`config.mk`:
```
export PLATFORM = sky130hd
export DESIGN_NAME = uop_loop_sequencer
export DESIGN_NICKNAME = d
export VERILOG_FILES = /design/src/rtl/useq_pkg.sv /design/src/rtl/useq_walker.sv /design/src/rtl/useq_stride.sv /design/src/rtl/useq_pipe.sv /design/src/rtl/uop_loop_sequencer.sv
export SDC_FILE = /design/constraint.sdc
export NUM_CORES = 1
export LEC_CHECK = 0
export BUFFER_PORTS_ARGS = -buffer_cell sky130_fd_sc_hd__buf_2
export CAP_MARGIN = 20
export CORE_MARGIN = 8
export CORE_UTILIZATION = 25
export DETAILED_ROUTE_END_ITERATION = 10
export SYNTH_ARGS = -nofsm -noshare
export SYNTH_HDL_FRONTEND = slang
export SYNTH_SLANG_ARGS = --single-unit
export TNS_END_PERCENT = 50
```
`constraint.sdc`:
```
create_clock -name clk -period 5.82 [get_ports clk]
set_input_delay 0 -clock clk [delete_from_list [all_inputs] [get_ports clk]]
set_output_delay 0 -clock clk [all_outputs]
set_load 0.05 [all_outputs]
```
`src/rtl/useq_pkg.sv`:
```
package useq_pkg;

  typedef enum logic [0:0] {
    WALK_IDLE = 1'b0,
    WALK_RUN  = 1'b1
  } walk_state_e;

  // An instruction with nothing to replay
  function automatic logic range_empty(input int unsigned first, input int unsigned stop,
                                       input int unsigned n_out, input int unsigned n_in);
    return (first >= stop) || (n_out == 0) || (n_in == 0);
  endfunction

endpackage

```
`src/rtl/useq_walker.sv`:
```
module useq_walker #(
  parameter int UW = 4,
  parameter int CW = 6
) (
  input  logic          clk,
  input  logic          rst_n,
  input  logic          start,
  input  logic [UW-1:0] first,
  input  logic [UW:0]   stop,
  input  logic [CW-1:0] n_out,
  input  logic [CW-1:0] n_in,
  output logic          rd_en,
  output logic [UW-1:0] rd_addr,
  output logic          step_in,
  output logic          step_out,
  output logic          last
);
  import useq_pkg::*;

  localparam logic [UW-1:0] K_ONE  = 1;
  localparam logic [UW:0]   KW_ONE = 1;
  localparam logic [CW-1:0] C_ONE  = 1;
  localparam logic [CW:0]   CW_ONE = 1;

  walk_state_e   state_q, state_d;
  logic [UW-1:0] k_q, k_d, first_q;
  logic [UW:0]   stop_q;
  logic [CW-1:0] j_q, j_d, i_q, i_d, nout_q, nin_q;
  logic          run, k_wrap, j_wrap, i_end, walk_en;

  assign run     = (state_q == WALK_RUN);
  assign k_wrap  = (({1'b0, k_q} + KW_ONE) == stop_q);
  assign j_wrap  = k_wrap && (({1'b0, j_q} + CW_ONE) == {1'b0, nin_q});
  assign i_end   = (({1'b0, i_q} + CW_ONE) == {1'b0, nout_q});
  assign last    = run && j_wrap && i_end;
  assign step_in = run && k_wrap && !j_wrap;
  assign step_out = run && j_wrap;
  assign rd_en   = run;
  assign rd_addr = k_q;
  assign walk_en = start || run;

  always_comb begin
    state_d = state_q;
    k_d     = k_q;
    j_d     = j_q;
    i_d     = i_q;
    if (start) begin
      state_d = WALK_RUN;
      k_d     = first;
      j_d     = '0;
      i_d     = '0;
    end else if (run) begin
      k_d = k_wrap ? first_q : (k_q + K_ONE);
      if (k_wrap) j_d = j_wrap ? '0 : (j_q + C_ONE);
      if (j_wrap) i_d = i_q + C_ONE;
      if (last) state_d = WALK_IDLE;
    end
  end

  always_ff @(posedge clk or negedge rst_n) begin
    if (!rst_n) state_q <= WALK_IDLE;
    else        state_q <= state_d;
  end

  always_ff @(posedge clk) begin
    if (walk_en) begin
      k_q <= k_d;
      j_q <= j_d;
      i_q <= i_d;
    end
  end

  always_ff @(posedge clk) begin
    if (start) begin
      first_q <= first;
      stop_q  <= stop;
      nout_q  <= n_out;
      nin_q   <= n_in;
    end
  end

endmodule

```
`src/rtl/useq_stride.sv`:
```
module useq_stride #(
  parameter int W = 6
) (
  input  logic         clk,
  input  logic         start,
  input  logic         step_in,
  input  logic         step_out,
  input  logic [W-1:0] f_in,
  input  logic [W-1:0] f_out,
  output logic [W-1:0] off
);
  logic [W-1:0] fin_q, fout_q;
  logic [W-1:0] in_q, in_d, out_q, out_d;
  logic         acc_en;

  assign acc_en = start || step_in || step_out;
  assign off    = in_q + out_q;

  always_comb begin
    in_d  = in_q;
    out_d = out_q;
    if (start) begin
      in_d  = '0;
      out_d = '0;
    end else if (step_out) begin
      in_d  = '0;
      out_d = out_q + fout_q;
    end else if (step_in) begin
      in_d  = in_q + fin_q;
    end
  end

  always_ff @(posedge clk) begin
    if (start) begin
      fin_q  <= f_in;
      fout_q <= f_out;
    end
  end

  always_ff @(posedge clk) begin
    if (acc_en) begin
      in_q  <= in_d;
      out_q <= out_d;
    end
  end

endmodule

```
`src/rtl/useq_pipe.sv`:
```
module useq_pipe #(
  parameter int AW = 6,
  parameter int SW = 5,
  parameter int WW = 5,
  localparam int UDW = AW + SW + WW
) (
  input  logic           clk,
  input  logic           rst_n,
  input  logic           s0_valid,
  input  logic           s0_last,
  input  logic           s0_clear,
  input  logic [AW-1:0]  s0_acc_off,
  input  logic [SW-1:0]  s0_src_off,
  input  logic [WW-1:0]  s0_wgt_off,
  input  logic [UDW-1:0] uop_word,
  output logic           out_valid,
  output logic [AW-1:0]  out_acc,
  output logic [SW-1:0]  out_src,
  output logic [WW-1:0]  out_wgt,
  output logic           out_clear,
  output logic           s1_fin
);
  logic          s1_valid_q, s1_last_q, s1_clear_q;
  logic [AW-1:0] s1_acc_q, acc_sum;
  logic [SW-1:0] s1_src_q, src_sum;
  logic [WW-1:0] s1_wgt_q, wgt_sum;
  logic          ov_q;

  // Field positions of the micro-op word: accumulator low, source, weight high
  assign acc_sum = uop_word[AW-1:0]          + s1_acc_q;
  assign src_sum = uop_word[AW+SW-1:AW]      + s1_src_q;
  assign wgt_sum = uop_word[UDW-1:AW+SW]     + s1_wgt_q;
  assign s1_fin  = s1_valid_q && s1_last_q;
  assign out_valid = ov_q;

  always_ff @(posedge clk or negedge rst_n) begin
    if (!rst_n) begin
      s1_valid_q <= 1'b0;
      ov_q       <= 1'b0;
    end else begin
      s1_valid_q <= s0_valid;
      ov_q       <= s1_valid_q;
    end
  end

  always_ff @(posedge clk) begin
    if (s0_valid) begin
      s1_last_q  <= s0_last;
      s1_clear_q <= s0_clear;
      s1_acc_q   <= s0_acc_off;
      s1_src_q   <= s0_src_off;
      s1_wgt_q   <= s0_wgt_off;
    end
  end

  always_ff @(posedge clk) begin
    if (s1_valid_q) begin
      out_acc   <= acc_sum;
      out_src   <= src_sum;
      out_wgt   <= wgt_sum;
      out_clear <= s1_clear_q;
    end
  end

endmodule

```
`src/rtl/uop_loop_sequencer.sv`:
```
module uop_loop_sequencer #(
  parameter int UOP_DEPTH = 16,
  parameter int ACC_DEPTH = 64,
  parameter int SRC_DEPTH = 32,
  parameter int WGT_DEPTH = 32,
  parameter int ITER_W    = 6,
  localparam int UW  = $clog2(UOP_DEPTH),
  localparam int AW  = $clog2(ACC_DEPTH),
  localparam int SW  = $clog2(SRC_DEPTH),
  localparam int WW  = $clog2(WGT_DEPTH),
  localparam int UDW = AW + SW + WW
) (
  input  logic              clk,
  input  logic              rst_n,
  input  logic              cmd_valid,
  output logic              cmd_ready,
  input  logic              cmd_clear,
  input  logic [UW-1:0]     cmd_uop_first,
  input  logic [UW:0]       cmd_uop_stop,
  input  logic [ITER_W-1:0] cmd_outer_cnt,
  input  logic [ITER_W-1:0] cmd_inner_cnt,
  input  logic [AW-1:0]     cmd_acc_step_out,
  input  logic [AW-1:0]     cmd_acc_step_in,
  input  logic [SW-1:0]     cmd_src_step_out,
  input  logic [SW-1:0]     cmd_src_step_in,
  input  logic [WW-1:0]     cmd_wgt_step_out,
  input  logic [WW-1:0]     cmd_wgt_step_in,
  output logic              uop_rd_en,
  output logic [UW-1:0]     uop_rd_addr,
  input  logic [UDW-1:0]    uop_rd_data,
  output logic              out_valid,
  output logic [AW-1:0]     out_acc_idx,
  output logic [SW-1:0]     out_src_idx,
  output logic [WW-1:0]     out_wgt_idx,
  output logic              out_clear,
  output logic              done
);
  logic          accept, empty, start, fin;
  logic          busy_q, busy_d;
  logic          done_q, done_d;
  logic          clr_q;
  logic          step_in, step_out, last;
  logic [AW-1:0] acc_off;
  logic [SW-1:0] src_off;
  logic [WW-1:0] wgt_off;

  assign cmd_ready = !busy_q;
  assign accept    = cmd_valid && cmd_ready;
  assign empty     = useq_pkg::range_empty(int'(cmd_uop_first), int'(cmd_uop_stop),
                                           int'(cmd_outer_cnt), int'(cmd_inner_cnt));
  assign start     = accept && !empty;
  assign done      = done_q;

  always_comb begin
    busy_d = busy_q;
    if (start)    busy_d = 1'b1;
    else if (fin) busy_d = 1'b0;
    done_d = fin || (accept && empty);
  end

  always_ff @(posedge clk or negedge rst_n) begin
    if (!rst_n) begin
      busy_q <= 1'b0;
      done_q <= 1'b0;
    end else begin
      busy_q <= busy_d;
      done_q <= done_d;
    end
  end

  always_ff @(posedge clk) begin
    if (start) clr_q <= cmd_clear;
  end

  useq_walker #(.UW(UW), .CW(ITER_W)) u_walk (
    .clk      (clk),
    .rst_n    (rst_n),
    .start    (start),
    .first    (cmd_uop_first),
    .stop     (cmd_uop_stop),
    .n_out    (cmd_outer_cnt),
    .n_in     (cmd_inner_cnt),
    .rd_en    (uop_rd_en),
    .rd_addr  (uop_rd_addr),
    .step_in  (step_in),
    .step_out (step_out),
    .last     (last)
  );

  useq_stride #(.W(AW)) u_acc_stride (
    .clk(clk), .start(start), .step_in(step_in), .step_out(step_out),
    .f_in(cmd_acc_step_in), .f_out(cmd_acc_step_out), .off(acc_off)
  );

  useq_stride #(.W(SW)) u_src_stride (
    .clk(clk), .start(start), .step_in(step_in), .step_out(step_out),
    .f_in(cmd_src_step_in), .f_out(cmd_src_step_out), .off(src_off)
  );

  useq_stride #(.W(WW)) u_wgt_stride (
    .clk(clk), .start(start), .step_in(step_in), .step_out(step_out),
    .f_in(cmd_wgt_step_in), .f_out(cmd_wgt_step_out), .off(wgt_off)
  );

  useq_pipe #(.AW(AW), .SW(SW), .WW(WW)) u_pipe (
    .clk        (clk),
    .rst_n      (rst_n),
    .s0_valid   (uop_rd_en),
    .s0_last    (last),
    .s0_clear   (clr_q),
    .s0_acc_off (acc_off),
    .s0_src_off (src_off),
    .s0_wgt_off (wgt_off),
    .uop_word   (uop_rd_data),
    .out_valid  (out_valid),
    .out_acc    (out_acc_idx),
    .out_src    (out_src_idx),
    .out_wgt    (out_wgt_idx),
    .out_clear  (out_clear),
    .s1_fin     (fin)
  );

endmodule

```
==> results.md <==
- Status: finished, final reports clean
- Final core occ: 33.0%
- Via count: 4479
- Register clock-pin slew on the reported worst setup and hold paths: 0.06 ns
- Clock sinks: 142
- Clock Tree Buf Depth: 2
- Hold Path Class: in -> reg
- Asr flop ratio synth: 3.52%
- Main synth FF type: edfxtp_1
- Post-synthesis cell area: 0.00725 sq mm
- Mapped Cells: 540
- Worst-path fanout max: 57
- Minimum clock period after layout: 3.42 ns
- Peak Freq: 292 MHz
- Synth area leader: edfxtp_1
- Commonest non-fill, non-tap cell in the layout: edfxtp_1
- CTS tree: yes
- Nets: 857
- Clock buffer count from CTS: 17
- Vias per cell: 4.03
- Slowest stage delay, CP: 0.87 ns
- YS warnings: 0
- Sequential share of the synthesized area: 58.4%
- Hold Crit Endpoint: u_pipe.out_src[4]
- Worst EP required: 5.98 ns
- Area growth syn-to-layout: 30.4%
- Setup TNS: 0 ns
- GRT Total Usage: 8.95%
- Startpoint types: input pin
- Final Hold Vio Count: 0
- Die width: 186 um
- Final Setup Violations: 0
- Chip height: 186 um
- Final worst slack: 2.40 ns
- EDFF count, synth: 137
- Crit Reg-Reg Startpoint: u_walk.rd_addr[0]
- Iter 0 DRT Violations: 276
- Cell Rows: 62
- Reg2reg end: u_wgt_stride.out_q[2]
- Syn Area/Cell: 13.4 sq um
- DRC Markers: 0
- Root buffer cell: clkbuf_16
- Port Buffers: 97
- Total leakage power: 3.92 nW
- Hold Crit Depth: 3
- Number of buffers and inverters on the critical path: 5
- Htree depth: 4
- First-pass GRT wire length: 24.8 mm
- Share of layout cells above drive strength 1: 19.0%
- Power Density: 420 mW/mm^2
- WL/cell: 13.6 um
- Post-detail-place hpwl: 11.2 mm
- Routed WL: 15.1 mm
- Clock Skew: 0.00976 ns
- Initial antenna violation count: 1
- Core area: 0.0286 sq mm
- Kind of critical path: in -> reg
- Maxcap violations: 0
- Die footprint: 0.0347 sq mm
- Critical Path, Cell by Cell: dlygate4sd3_1, buf_2, inv_1, ha_1, nand2b_1, a2111oi_0, o311ai_4, clkinv_2, buf_4, a2111o_1, o21ai_0
- Area share of the largest cell type after synthesis: 56.7%
- Final Max Tran Viols: 0
- Initial Utilization: 25.3%
- Period utilization: 58.8%
- Grt ovf: 0
- IO Count: 98
- Post-synthesis cell type count: 44
- Hold Startpoint: uop_rd_data[10]
- Post-place setup slack: 2.44 ns
- CP arrival: 3.59 ns
- Crit. End Element: flop
- Post-synthesis register bit count: 142
- Slowest CP cell: a2111oi_0
- Synthesized Nets: 684
- FF-to-FF path depth: 7
- Slew HR: 33.3%
- RSZ-0062 raised after global routing: false
- Vias in the first global route: 4714
- Hold_ws: 0.00263 ns
- Critical path's top delay family: buffers and inverters
- Synth top area cells: edfxtp_1 (57%), ha_1 (10%), xnor2_1 (5.0%), xor2_1 (3.4%), fa_1 (3.3%)
- Later-pin clock latency in the skew report: 0.42 ns
- Flop-to-flop setup slack: 2.55 ns
- Worst vdd ir: 0.000217 V
- Drt first pass iters: 4
- Largest net degree at the start of global routing: 58
- Most frequent cells in the layout: edfxtp_1 (137), buf_2 (97), dlygate4sd3_1 (61)
- Least-Margin Pin Slew: 0.975 ns
- Post-route ant nets: 0
- GPL Wtd Cong: 0.785
[through the flow]
stage	std cells	area (sq um)	total power, mW
floorplan	540	7250	2.54
global placement	1017	8230	2.80
detailed placement	1017	8230	2.84
CTS	1110	9450	4.02
global route	1111	9460	4.21
finish	1111	9460	3.97
[repair_timing]
item | 4_1_cts | 5_1_grt
buffers inserted | 0 | 0
gates resized for setup | 0 | 0
setup endpoints to repair | 0 | 0
hold buffers | 61 | 0
hold endpoints to repair | 68 | 0
[cells in the mapped netlist (all sizes together) (2+ instances only)]
cell type  instances
edfxtp           137
ha                59
inv               55
xnor2             41
nor2              31
xor2              28
a21oi             24
a21o              23
nor3              21
nand2             17
fa                12
o21ai              9
nor4               8
nand3              7
nor2b              7
and3               6
clkbuf             6
nand2b             6
dfrtp              5
and2               4
mux2i              3
nand4              3
a2111oi            2
a211oi             2
a311oi             2
o21bai             2
o31ai              2
or2                2
xor3               2
[layer usage]
layer  share of wire [%]  GRT usage (%)  vias to the layer above
met5                   0              0                        -
met3                 4.2           2.40                       10
met1                  46           11.2                     2080
met2                  48           14.6                       93
li1                    -              -                     2296
met4                 1.3           3.33                        0
[kinds of logic after synthesis]
family,synth area share (%)
fa+ha+maj,13.5
mux,0.414
xor+xnor,9.30
compound gates,6.47
buf+inv,3.36
flops,58.4
simple gates,8.52
[worst max-delay path by stage]
stage	start	slack, ns	to	depth (start not counted)
4_1_cts	cmd_uop_first[0]	2.36	u_acc_stride.out_q[5]	11
3_5_place_dp	cmd_uop_first[0]	2.44	u_acc_stride.out_q[5]	10
5_1_grt	cmd_uop_first[0]	2.04	u_acc_stride.out_q[5]	11
3_3_place_gp	cmd_uop_first[0]	2.54	u_acc_stride.out_q[5]	10
6_report	cmd_uop_first[0]	2.40	u_acc_stride.out_q[5]	11
2_1_floorplan	cmd_uop_first[0]	2.44	clr_q	7
[report_power, final]
group          internal (mW)  switching (mW)  leakage, nW
clock network          0.684           0.449        0.293
logic                  0.499           0.760         2.27
registers               1.45           0.122         1.35
[flip-flops by register name, summed over array words and instances (netlist names), 6 cells and up]
register / cells
u_acc_stride.fin_q: 6
u_acc_stride.fout_q: 6
u_acc_stride.in_q: 6
u_acc_stride.out_q: 6
u_pipe.out_acc: 6
u_pipe.s1_acc_q: 6
u_walk.i_q: 6
u_walk.j_q: 6
u_walk.nin_q: 6
u_walk.nout_q: 6
[area by class of cell]
cell class	instances	area [sq um]
well taps	384	480
clock inverters	14	186
fillers	2813	19200
flip-flops and latches	142	4240
diodes	1	2.50
clock buffers	18	429
repair buffers	161	1120
inverters	56	211
multi-input cells	335	2790
[tightest hold or removal path, stage by stage]
cell and delay (ns):
buf_2 0.09, xor2_1 0.07, xnor2_1 0.14
No activity file was read; power rests on OpenSTA's default activity.
